$ cat src/rtl/sps_pkg.sv
package sps_pkg;
  typedef enum logic [2:0] {
    CMD_NOP = 3'd0,
    CMD_ACT = 3'd1,
    CMD_RD  = 3'd2,
    CMD_WR  = 3'd3,
    CMD_PRE = 3'd4,
    CMD_MRS = 3'd5
  } sps_cmd_e;

  typedef enum logic [1:0] {
    ST_IDLE   = 2'd0,
    ST_OPEN   = 2'd1,
    ST_STREAM = 2'd2
  } sps_state_e;
endpackage

$ cat src/rtl/sps_mode_reg.sv
module sps_mode_reg #(
  parameter int AW = 11
) (
  input  logic          clk,
  input  logic          rst,
  input  logic          we,
  input  logic [AW-1:0] value,
  output logic          armed
);
  localparam int          BL_LSB  = 0;
  localparam int          BT_BIT  = 3;
  localparam int          WBL_BIT = 9;
  localparam logic [2:0]  BL_SERIAL = 3'b110;

  logic match;
  assign match = (value[BL_LSB +: 3] == BL_SERIAL) && !value[BT_BIT] && !value[WBL_BIT];

  always_ff @(posedge clk) begin
    if (rst)     armed <= 1'b0;
    else if (we) armed <= match;
  end


  mode_hold_chk: assert property (@(posedge clk) disable iff (rst)
    !we |=> $stable(armed));
endmodule

$ cat src/rtl/sps_gap_timer.sv
module sps_gap_timer #(
  parameter int T_A = 6,
  parameter int T_B = 9
) (
  input  logic clk,
  input  logic rst,
  input  logic en,
  input  logic clr,
  output logic ok_a,
  output logic ok_b
);
  localparam int CNT_MAX = (T_A > T_B) ? T_A : T_B;
  localparam int CW      = $clog2(CNT_MAX + 1);

  logic [CW-1:0] cnt;

  always_ff @(posedge clk) begin
    if (rst)                         cnt <= CW'(CNT_MAX);
    else if (en && clr)              cnt <= CW'(1);
    else if (en && cnt < CW'(CNT_MAX)) cnt <= cnt + 1'b1;
  end

  assign ok_a = (cnt >= CW'(T_A));
  assign ok_b = (cnt >= CW'(T_B));


  gap_restart_chk: assert property (@(posedge clk) disable iff (rst)
    (en && clr && T_A > 1) |=> !ok_a);
endmodule

$ cat src/rtl/sps_addr_gen.sv
module sps_addr_gen #(
  parameter int BANKS = 4,
  parameter int ROWS  = 1536,
  parameter int COLS  = 256
) (
  input  logic                     clk,
  input  logic                     rst,
  input  logic                     load_row,
  input  logic [$clog2(BANKS)-1:0] row_bank,
  input  logic [$clog2(ROWS)-1:0]  row_addr,
  input  logic                     load_col,
  input  logic [$clog2(COLS)-1:0]  col_start,
  input  logic                     step,
  output logic [$clog2(BANKS)-1:0] bank,
  output logic [$clog2(ROWS)-1:0]  row,
  output logic [$clog2(COLS)-1:0]  col
);
  localparam int BANK_W = $clog2(BANKS);
  localparam int ROW_W  = $clog2(ROWS);
  localparam int COL_W  = $clog2(COLS);
  localparam logic [COL_W-1:0]  COL_LAST  = COL_W'(COLS - 1);
  localparam logic [ROW_W-1:0]  ROW_LAST  = ROW_W'(ROWS - 1);
  localparam logic [BANK_W-1:0] BANK_LAST = BANK_W'(BANKS - 1);

  logic [COL_W-1:0] start;
  logic             page_end;
  assign page_end = (col == COL_LAST);

  always_ff @(posedge clk) begin
    if (rst) begin
      bank  <= '0;
      row   <= '0;
      col   <= '0;
      start <= '0;
    end else if (load_row) begin
      bank <= row_bank;
      row  <= row_addr;
    end else if (load_col) begin
      col   <= col_start;
      start <= col_start;
    end else if (step) begin
      if (page_end) begin
        col  <= start;
        bank <= (bank == BANK_LAST) ? '0 : bank + 1'b1;
        row  <= (row == ROW_LAST) ? '0 : row + 1'b1;
      end else begin
        col <= col + 1'b1;
      end
    end
  end


  col_step_chk: assert property (@(posedge clk) disable iff (rst)
    (step && !load_row && !load_col && !page_end) |=> (col == $past(col) + 1'b1) && $stable(bank));

  page_cross_chk: assert property (@(posedge clk) disable iff (rst)
    (step && !load_row && !load_col && page_end) |=> (col == $past(start)) && (bank != $past(bank)));

  row_range_chk: assert property (@(posedge clk) disable iff (rst)
    row <= ROW_LAST);

  idle_hold_chk: assert property (@(posedge clk) disable iff (rst)
    !(load_row || load_col || step) |=> $stable(col) && $stable(row) && $stable(bank));
endmodule

$ cat src/rtl/serial_page_seq.sv
module serial_page_seq
  import sps_pkg::*;
#(
  parameter int BANKS     = 4,
  parameter int ROWS      = 1536,
  parameter int COLS      = 256,
  parameter int ADDR_W    = 11,
  parameter int T_ACT_PRE = 6,
  parameter int T_PRE_ACT = 9
) (
  input  logic                     clk,
  input  logic                     rst,
  input  logic                     cke,
  input  logic [2:0]               cmd,
  input  logic [$clog2(BANKS)-1:0] cmd_bank,
  input  logic [ADDR_W-1:0]        cmd_addr,
  output logic                     out_valid,
  output logic [$clog2(BANKS)-1:0] out_bank,
  output logic [$clog2(ROWS)-1:0]  out_row,
  output logic [$clog2(COLS)-1:0]  out_col,
  output logic                     out_write,
  output logic                     serial_armed,
  output logic                     violation
);
  localparam int ROW_W   = $clog2(ROWS);
  localparam int COL_W   = $clog2(COLS);
  localparam int ALL_BIT = ADDR_W - 1;

  sps_cmd_e   cmd_e;
  sps_state_e state, nxt_state;
  logic ld_row, ld_col, stop, illegal, mrs_we, clr, step;
  logic ras_ok, rp_ok, all_bank;

  assign cmd_e    = sps_cmd_e'(cmd);
  assign all_bank = cmd_addr[ALL_BIT];

  always_comb begin
    nxt_state = state;
    ld_row    = 1'b0;
    ld_col    = 1'b0;
    stop      = 1'b0;
    illegal   = 1'b0;
    mrs_we    = 1'b0;
    clr       = 1'b0;
    if (cke) begin
      unique case (state)
        ST_IDLE: begin
          case (cmd_e)
            CMD_ACT: if (serial_armed) begin
              if (rp_ok) begin
                ld_row    = 1'b1;
                clr       = 1'b1;
                nxt_state = ST_OPEN;
              end else illegal = 1'b1;
            end
            CMD_RD, CMD_WR: illegal = 1'b1;
            CMD_MRS:        mrs_we  = 1'b1;
            default: ;
          endcase
        end
        default: begin
          case (cmd_e)
            CMD_RD, CMD_WR: begin
              if (state == ST_OPEN) begin
                ld_col    = 1'b1;
                nxt_state = ST_STREAM;
              end else illegal = 1'b1;
            end
            CMD_ACT, CMD_MRS: illegal = 1'b1;
            CMD_PRE: begin
              if (all_bank && ras_ok) begin
                stop      = 1'b1;
                clr       = 1'b1;
                nxt_state = ST_IDLE;
              end else illegal = 1'b1;
            end
            default: ;
          endcase
        end
      endcase
    end
  end

  assign step = cke && (state == ST_STREAM) && !stop;

  always_ff @(posedge clk) begin
    if (rst) begin
      state     <= ST_IDLE;
      out_valid <= 1'b0;
      out_write <= 1'b0;
      violation <= 1'b0;
    end else begin
      state     <= nxt_state;
      out_valid <= (nxt_state == ST_STREAM);
      violation <= illegal;
      if (ld_col) out_write <= (cmd_e == CMD_WR);
    end
  end

  sps_mode_reg #(.AW(ADDR_W)) mode_i (
    .clk(clk), .rst(rst), .we(mrs_we), .value(cmd_addr), .armed(serial_armed)
  );

  sps_gap_timer #(.T_A(T_ACT_PRE), .T_B(T_PRE_ACT)) gap_i (
    .clk(clk), .rst(rst), .en(cke), .clr(clr), .ok_a(ras_ok), .ok_b(rp_ok)
  );

  sps_addr_gen #(.BANKS(BANKS), .ROWS(ROWS), .COLS(COLS)) addr_i (
    .clk(clk), .rst(rst),
    .load_row(ld_row), .row_bank(cmd_bank), .row_addr(cmd_addr[ROW_W-1:0]),
    .load_col(ld_col), .col_start(cmd_addr[COL_W-1:0]),
    .step(step),
    .bank(out_bank), .row(out_row), .col(out_col)
  );


  cke_hold_chk: assert property (@(posedge clk) disable iff (rst)
    !cke |=> $stable(out_valid) && $stable(out_write) && !violation);

  stream_start_chk: assert property (@(posedge clk) disable iff (rst)
    $rose(out_valid) |-> $past(cmd_e == CMD_RD || cmd_e == CMD_WR));

  stream_end_chk: assert property (@(posedge clk) disable iff (rst)
    $fell(out_valid) |-> $past(cmd_e == CMD_PRE && all_bank));
endmodule

$ cat config.mk
export PLATFORM = sky130hd
export DESIGN_NAME = serial_page_seq
export DESIGN_NICKNAME = d
export VERILOG_FILES = /design/src/rtl/sps_pkg.sv /design/src/rtl/sps_mode_reg.sv /design/src/rtl/sps_gap_timer.sv /design/src/rtl/sps_addr_gen.sv /design/src/rtl/serial_page_seq.sv
export SDC_FILE = /design/constraint.sdc
export NUM_CORES = 1
export LEC_CHECK = 0
export ABC_AREA = 1
export BUFFER_PORTS_ARGS = -buffer_cell sky130_fd_sc_hd__buf_2
export CAP_MARGIN = 15
export CELL_PAD_IN_SITES_DETAIL_PLACEMENT = 0
export CELL_PAD_IN_SITES_GLOBAL_PLACEMENT = 2
export CORE_MARGIN = 8
export CORE_UTILIZATION = 32
export CTS_BUF_LIST = sky130_fd_sc_hd__clkbuf_16
export DETAILED_ROUTE_END_ITERATION = 7
export PLACE_DENSITY_LB_ADDON = 0.12
export SYNTH_ARGS = -nofsm -noshare
export SYNTH_HDL_FRONTEND = slang
export SYNTH_HIERARCHICAL = 1
export SYNTH_SLANG_ARGS = --single-unit
$ cat constraint.sdc
create_clock -name clk -period 5.7 [get_ports clk]
set_input_delay 0.57 -clock clk [delete_from_list [all_inputs] [get_ports clk]]
set_output_delay 0.57 -clock clk [all_outputs]
set_load 0.1 [all_outputs]
==> results.cfg, run 1 <==
[status]
status = finished clean

[clock_tree]
cts.sinks = 39
numCtsBuffers = 5
clk_latency_ps = 280
h-tree-depth = 2
path_clk_slew_ps = 60
post_cts_buffers = 0
clockRootBuffer = clkbuf_16
cts_tree = done
hold_buffers = 0
clock_path_buffers = 2
ctsResizeCount = 0

[grt]
antenna_found_initial = 0
grt_overflow_total = 0
grt_pass1_vias = 2565
grt_max_degree = 23
track_usage = 0.138
grt_pass1_wl_um = 12400

[detailed_routing]
num_vias = 2521
vias_per_cell = 4.77
drc = 0
ant_nets = 0
dr.pass1.iters = 4
routed_wl_um = 7320
drtIter0Drc = 94
wl_per_cell_um = 13.9

[min_path]
whs_path_depth = 2
min_to = addr_i/start[7]
hp-class = reg -> reg
min-delay-start = addr_i/start[7]

[finish]
drive_above_1_share = 0.204
n_fill_cell = 880
final_nets = 451
layout_commonest_cell = nand2_1
multi_input_area_um2 = 1500
most-common-layout-cells = 92 x nand2_1, 46 x nor2_1, 43 x buf_2
layoutNonFillerInstCount = 528
synthToLayoutAreaGrowth_pct = 19.3
antenna_cells = 0
fin_util = 0.388
fin_area_um2 = 2970
ff_latch_area_um2 = 781

[placement]
dp.cells = 520
dp_hpwl_um = 5630
portBuffers = 43
gp_congestion = 0.789
dpl_cell_area_um2 = 2800

[synthesis]
yosys-top-cells-area = dfxtp_1 31%, nand2_1 14%, nor2_1 6.9%, nand3_1 6.6%, a21oi_1 6.2%
synth_area_per_cell_um2 = 6.53
yosysUniqueCellTypes = 36
syn_nets = 407
syn_area_um2 = 2490
synth_area_leader_cell = dfxtp_1
postSynthCellCount = 381
seq_area_frac_synth = 0.314
synth_top_area_share = 0.314
yosysWarnings = 6
ys_seq_elements = 39

[die]
start_util = 0.325
die_w_um = 104
rows = 32
die_area_um2 = 10900
die_height_um = 104
pin_count = 44
core_um2 = 7650

[timing]
drv_slew = 0
fmax_ghz = 0.340
worst_slew_pin_slew_ps = 1040
max_slew_margin = 0.304
finalClockSkew_ps = 3.46
min_period_over_period = 0.515
grt_setup_unrepaired = false
finalSetupViolCount = 0
setup_tns_ps = 0
final_hold_viol_count = 0
finalCriticalPeriod_ps = 2940

[power]
pwr-share-comb = 0.077
finalPower_uw = 641
intPower_uw = 495
p_sw_frac = 0.228
switchingPower_uw = 146
p_leak_uw = 0.00135
p_seq_frac = 0.435
power_density_nw_per_um2 = 216
peakVddDrop_uv = 97.3
p_clk_frac = 0.488

[critical_path]
crit_path_cell_trace = inv_1 > ha_1 > nand2_2 > nand2_4 > nand2_1 > nand2_1 > inv_1 > nand3_2 > nor3_2 > inv_4 > o21ai_2 > inv_2 > nor2_1 > nor2_1 > nand2_1 > inv_1
cp_max_fo = 17
r2r_start = gap_i/cnt[0]
r2r_cells = 16
ff2ff_setup_slack_ps = 2760
slowest_delay_ps = 790
critPathKind = reg -> reg
r2r-end = addr_i/col[1]
path_delay_family = simple AND/OR/NAND/NOR gates
crit_buf_inv = 5
crit_slowest_cell = nor3_2
critPathLaunchType = register
crit_arrival_ps = 3110
required_ps = 5880
cp-end-kind = register

[job]
maxCapViolCount = 0
-- state kept, by name, summed over array words and instances (netlist names) --
| name | cells |
|---|---|
| mode_i/armed | 1 |
| addr_i/start | 8 |
| out_write | 1 |
| addr_i/row | 11 |
| gap_i/cnt | 4 |
| out_valid | 1 |
| violation | 1 |
| addr_i/bank | 2 |
| addr_i/col | 8 |
| state | 2 |
-- per-layer routing --
| layer | GRT usage | part of all wire | wire [um] |
|---|---|---|---|
| met1 | 0.167 | 0.48 | 3520 |
| met2 | 0.237 | 0.48 | 3490 |
| met3 | 0.0335 | 0.034 | 247 |
| met4 | 0.0403 | 0.0070 | 51 |
| met5 | 0 | 0 | 0 |
-- worst max path at each step --
stage / startpoint / end / slack, ps / cells past startpoint
2_1_floorplan: addr_i/col[1] / addr_i/col[5] / 3420 / 7
3_3_place_gp: gap_i/cnt[0] / addr_i/col[1] / 2870 / 16
3_5_place_dp: gap_i/cnt[0] / addr_i/col[1] / 2740 / 16
4_1_cts: gap_i/cnt[0] / addr_i/col[1] / 2720 / 16
5_1_grt: gap_i/cnt[0] / addr_i/col[1] / 2410 / 16
6_report: gap_i/cnt[0] / addr_i/col[1] / 2760 / 16
-- cell type report --
type | count | share of cell area
Inverter | 46 | 0.0590
Timing Repair Buffer | 43 | 0.0725
Multi-Input combinational cell | 290 | 0.507
Tap cell | 102 | 0.0430
Clock buffer | 5 | 0.0422
Clock inverter | 3 | 0.0131
Sequential cell | 39 | 0.263
-- logic make-up (layout without fill, tap and decap cells) --
family                   count (synthesis)  count (layout)  share of synthesized area
adder cells (fa/ha/maj)                  7               7                     0.0352
XOR/XNOR                                 5               5                     0.0176
flip-flops                              39              39                      0.314
AND/OR/NAND/NOR                        216             216                      0.410
AO/OA/AOI/OAI                           62              62                      0.140
buffers and inverters                   52              97                     0.0835
-- power groups by stage --
stage / Combinational, uW / Sequential, uW / Clock (uW)
after floorplan: 25.2 / 289 / 0
after global placement: 49.9 / 285 / 0
after detailed placement: 50.1 / 285 / 0
after CTS: 50.1 / 279 / 322
after global routing: 55.5 / 279 / 335
final: 49.6 / 279 / 313
-- through the flow --
| stage | worst slack (ps) | hold slack (ps) |
|---|---|---|
| floorplan | 3420 | 429 |
| global placement | 2870 | 447 |
| detailed placement | 2740 | 457 |
| CTS | 2720 | 465 |
| global route | 2410 | 492 |
| finish | 2760 | 462 |
-- synthesized netlist by cell type, drive strengths merged --
cell type  number
nand2         105
nor2           56
inv            45
dfxtp          39
nand3          36
a21oi          31
o21ai          21
nand4           8
ha              7
buf             5
nand3b          5
nor3            4
o21bai          4
xor2            3
a31oi           2
xnor2           2
a211oi          1
a21boi          1
clkbuf          1
clkinv          1
nor4            1
o211a           1
o211ai          1
or2             1
-- worst reg2reg max path, cell delays in order (launching register included) --
cell     delay (ps)
dfxtp_1         370
inv_1           100
ha_1            220
nand2_2          90
nand2_4          60
nand2_1          80
nand2_1          50
inv_1            60
nand3_2          90
nor3_2          790
inv_4           250
o21ai_2         240
inv_2           150
nor2_1          110
nor2_1           40
nand2_1          80
inv_1            30
(Power assumes the default switching activity.)
==> run 2: changes to the inputs <==
--- a/config.mk
+++ b/config.mk
@@ -5,13 +5,13 @@
 export SDC_FILE = /design/constraint.sdc
 export NUM_CORES = 1
 export LEC_CHECK = 0
-export ABC_AREA = 1
+export ABC_AREA = 0
 export BUFFER_PORTS_ARGS = -buffer_cell sky130_fd_sc_hd__buf_2
 export CAP_MARGIN = 15
 export CELL_PAD_IN_SITES_DETAIL_PLACEMENT = 0
 export CELL_PAD_IN_SITES_GLOBAL_PLACEMENT = 2
 export CORE_MARGIN = 8
-export CORE_UTILIZATION = 32
+export CORE_UTILIZATION = 33
 export CTS_BUF_LIST = sky130_fd_sc_hd__clkbuf_16
 export DETAILED_ROUTE_END_ITERATION = 7
 export PLACE_DENSITY_LB_ADDON = 0.12
==> constraint.sdc (replaced) <==
create_clock -name clk -period 2.9 [get_ports clk]
set_input_delay 0.29 -clock clk [delete_from_list [all_inputs] [get_ports clk]]
set_output_delay 0.29 -clock clk [all_outputs]
set_load 0.1 [all_outputs]
==> results.cfg, run 2 <==
[detailed_routing]
vias_per_cell = 5.34
wl_met2_um = 3130
routed_wl_um = 6830
met3WireLength_um = 279
wl_per_cell_um = 16.6
top_layer = met4
num_vias = 2193
ant_nets = 0
drtIter0Drc = 54
drc = 0
dr.pass1.iters = 4
met1_length_um = 3340

[power]
p_sw_frac = 0.243
pwr-share-comb = 0.082
power_density_nw_per_um2 = 421
p_clk_frac = 0.447
finalPower_uw = 1170
switchingPower_uw = 285
p_leak_uw = 0.00103
peakVddDrop_uv = 200
intPower_uw = 887
p_seq_frac = 0.471

[synthesis]
synth_area_leader_cell = dfxtp_1
synthTopCellsByCount = 39 x dfxtp_1, 26 x nand2_1, 22 x nor2_1
yosysMostFrequentCell = dfxtp_1
yosys-top-cells-area = dfxtp_1 34%, nand3_1 4.6%, mux2i_1 4.3%, nand2_1 4.2%, ha_1 3.8%
syn_nets = 294
yosysWarnings = 6
postSynthCellCount = 268
synth_ff_type = dfxtp_1
yosysUniqueCellTypes = 62
async_reset_ff_frac = 0
synth_area_per_cell_um2 = 8.60
synth_edf_count = 0
synth_top_area_share = 0.339
ys_seq_elements = 39
seq_area_frac_synth = 0.339
syn_area_um2 = 2310

[timing]
worst_slew_pin_slew_ps = 830
fmax_ghz = 0.393
finalCriticalPeriod_ps = 2540
finalSetupViolCount = 0
setup_tns_ps = 0
final_hold_viol_count = 0
max_slew_margin = 0.447
worst_slack_ps = 357
worst_hold_slack_ps = 286
min_period_over_period = 0.877
grt_setup_unrepaired = false
finalClockSkew_ps = 5.66
drv_slew = 0

[finish]
most-common-layout-cells = 43 x buf_2, 39 x dfxtp_1, 26 x nand2_1
largest_reg_flops = 11
drive_above_1_share = 0.238
n_fill_cell = 721
multi_input_area_um2 = 1460
top_register = addr_i/row
ff_latch_area_um2 = 781
fin_area_um2 = 2780
synthToLayoutAreaGrowth_pct = 20.6
top_regs = addr_i/row x11, addr_i/col x8, addr_i/start x8
antenna_cells = 0
final_nets = 340
layout_commonest_cell = buf_2

[placement]
dp_hpwl_um = 4970
dpl_cell_area_um2 = 2640
portBuffers = 43
pre_cts_ws_ps = 332
gp_congestion = 0.774

[clock_tree]
hold_buffers = 0
post_cts_buffers = 0
cts_tree = done
cts.sinks = 39
clock_path_buffers = 2
clockRootBuffer = clkbuf_16
path_clk_slew_ps = 60
clk_latency_ps = 280
numCtsBuffers = 5
h-tree-depth = 2

[die]
die_w_um = 99.6
start_util = 0.339
die_height_um = 99.6
core_um2 = 6790
pin_count = 44
rows = 30
die_area_um2 = 9920

[grt]
grt_overflow_total = 0
track_usage = 0.145
grt_pass1_vias = 2294
grt_pass1_wl_um = 11700
grt_max_degree = 41
antenna_found_initial = 0

[critical_path]
cp_max_fo = 6
required_ps = 3090
crit_arrival_ps = 2730
critPathLaunchType = register
cp-end-kind = register
critPathKind = reg -> reg

[status]
status = finished clean

[job]
maxCapViolCount = 0

[min_path]
hp-class = in -> reg
[run 2: cell count changes after synthesis, sizes merged, moves of 7 or more]
cell,delta
mux2i,+10
o21ai,-13
inv,-39
a31oi,+7
a21oi,-20
nand3,-15
nor2,-33
nand2,-79
[run 2: cell type report]
cell class	instances	area share
Sequential cell	39	0.281
Clock buffer	5	0.0450
Timing Repair Buffer	49	0.0936
Tap cell	96	0.0432
Multi-Input combinational cell	212	0.524
Inverter	7	0.00945
Clock inverter	3	0.00405
[run 2: kinds of logic (layout without fill, tap and decap cells)]
logic type | count (synthesis) | in the layout | share of synthesized area
AOI/OAI and AO/OA | 67 | 67 | 0.218
xor gates and xnor gates | 8 | 8 | 0.0304
adders and majority gates | 7 | 7 | 0.0380
buffers and inverters | 17 | 64 | 0.0320
DFF | 39 | 39 | 0.339
muxes | 12 | 12 | 0.0548
and+or+nand+nor | 118 | 118 | 0.289
[run 2: path summary, 6_finish.rpt]
kind	start	to	slack [ps]	cells after the start
max	gap_i/cnt[0]	addr_i/row[8]	360	11
min	cmd_bank[1]	addr_i/bank[1]	290	3
max reg2reg	gap_i/cnt[0]	addr_i/row[8]	360	11
min reg2reg	addr_i/start[1]	addr_i/start[1]	490	2
[run 2: power by group through the flow]
stage,Clock (uW),Sequential (uW),Combinational (uW)
after CTS,546,552,95.8
after floorplan,0,575,45.3
after detailed placement,0,564,95.5
after global routing,563,554,107
final,524,552,95.6
after global placement,0,564,96.0
[run 2: routing by layer]
metal  track usage  vias up
met1         0.190     1038
met5             0        -
met2         0.232       42
li1              -     1107
met4        0.0477        0
met3        0.0286        6
[run 2: worst max-delay path, stage by stage, from the launching register on]
cell and delay, ps:
dfxtp_1 390, inv_1 100, ha_1 190, o21ai_0 140, nand2b_1 70, nand2_1 100, nor4b_2 80, nor3_1 350
and2b_1 300, nand4_2 150, or3_1 320, a311oi_1 250
[run 2: what timing repair did]
item,CTS,global route
gates resized for setup,0,1
endpoints found under the setup margin,0,2
hold endpoints to repair,0,0
[run 2: per-stage QoR]
step                      cells   util
final                       411  0.409
after global routing        411  0.409
after CTS                   411  0.408
after detailed placement    403  0.388
after global placement      403  0.388
after floorplan             268      -
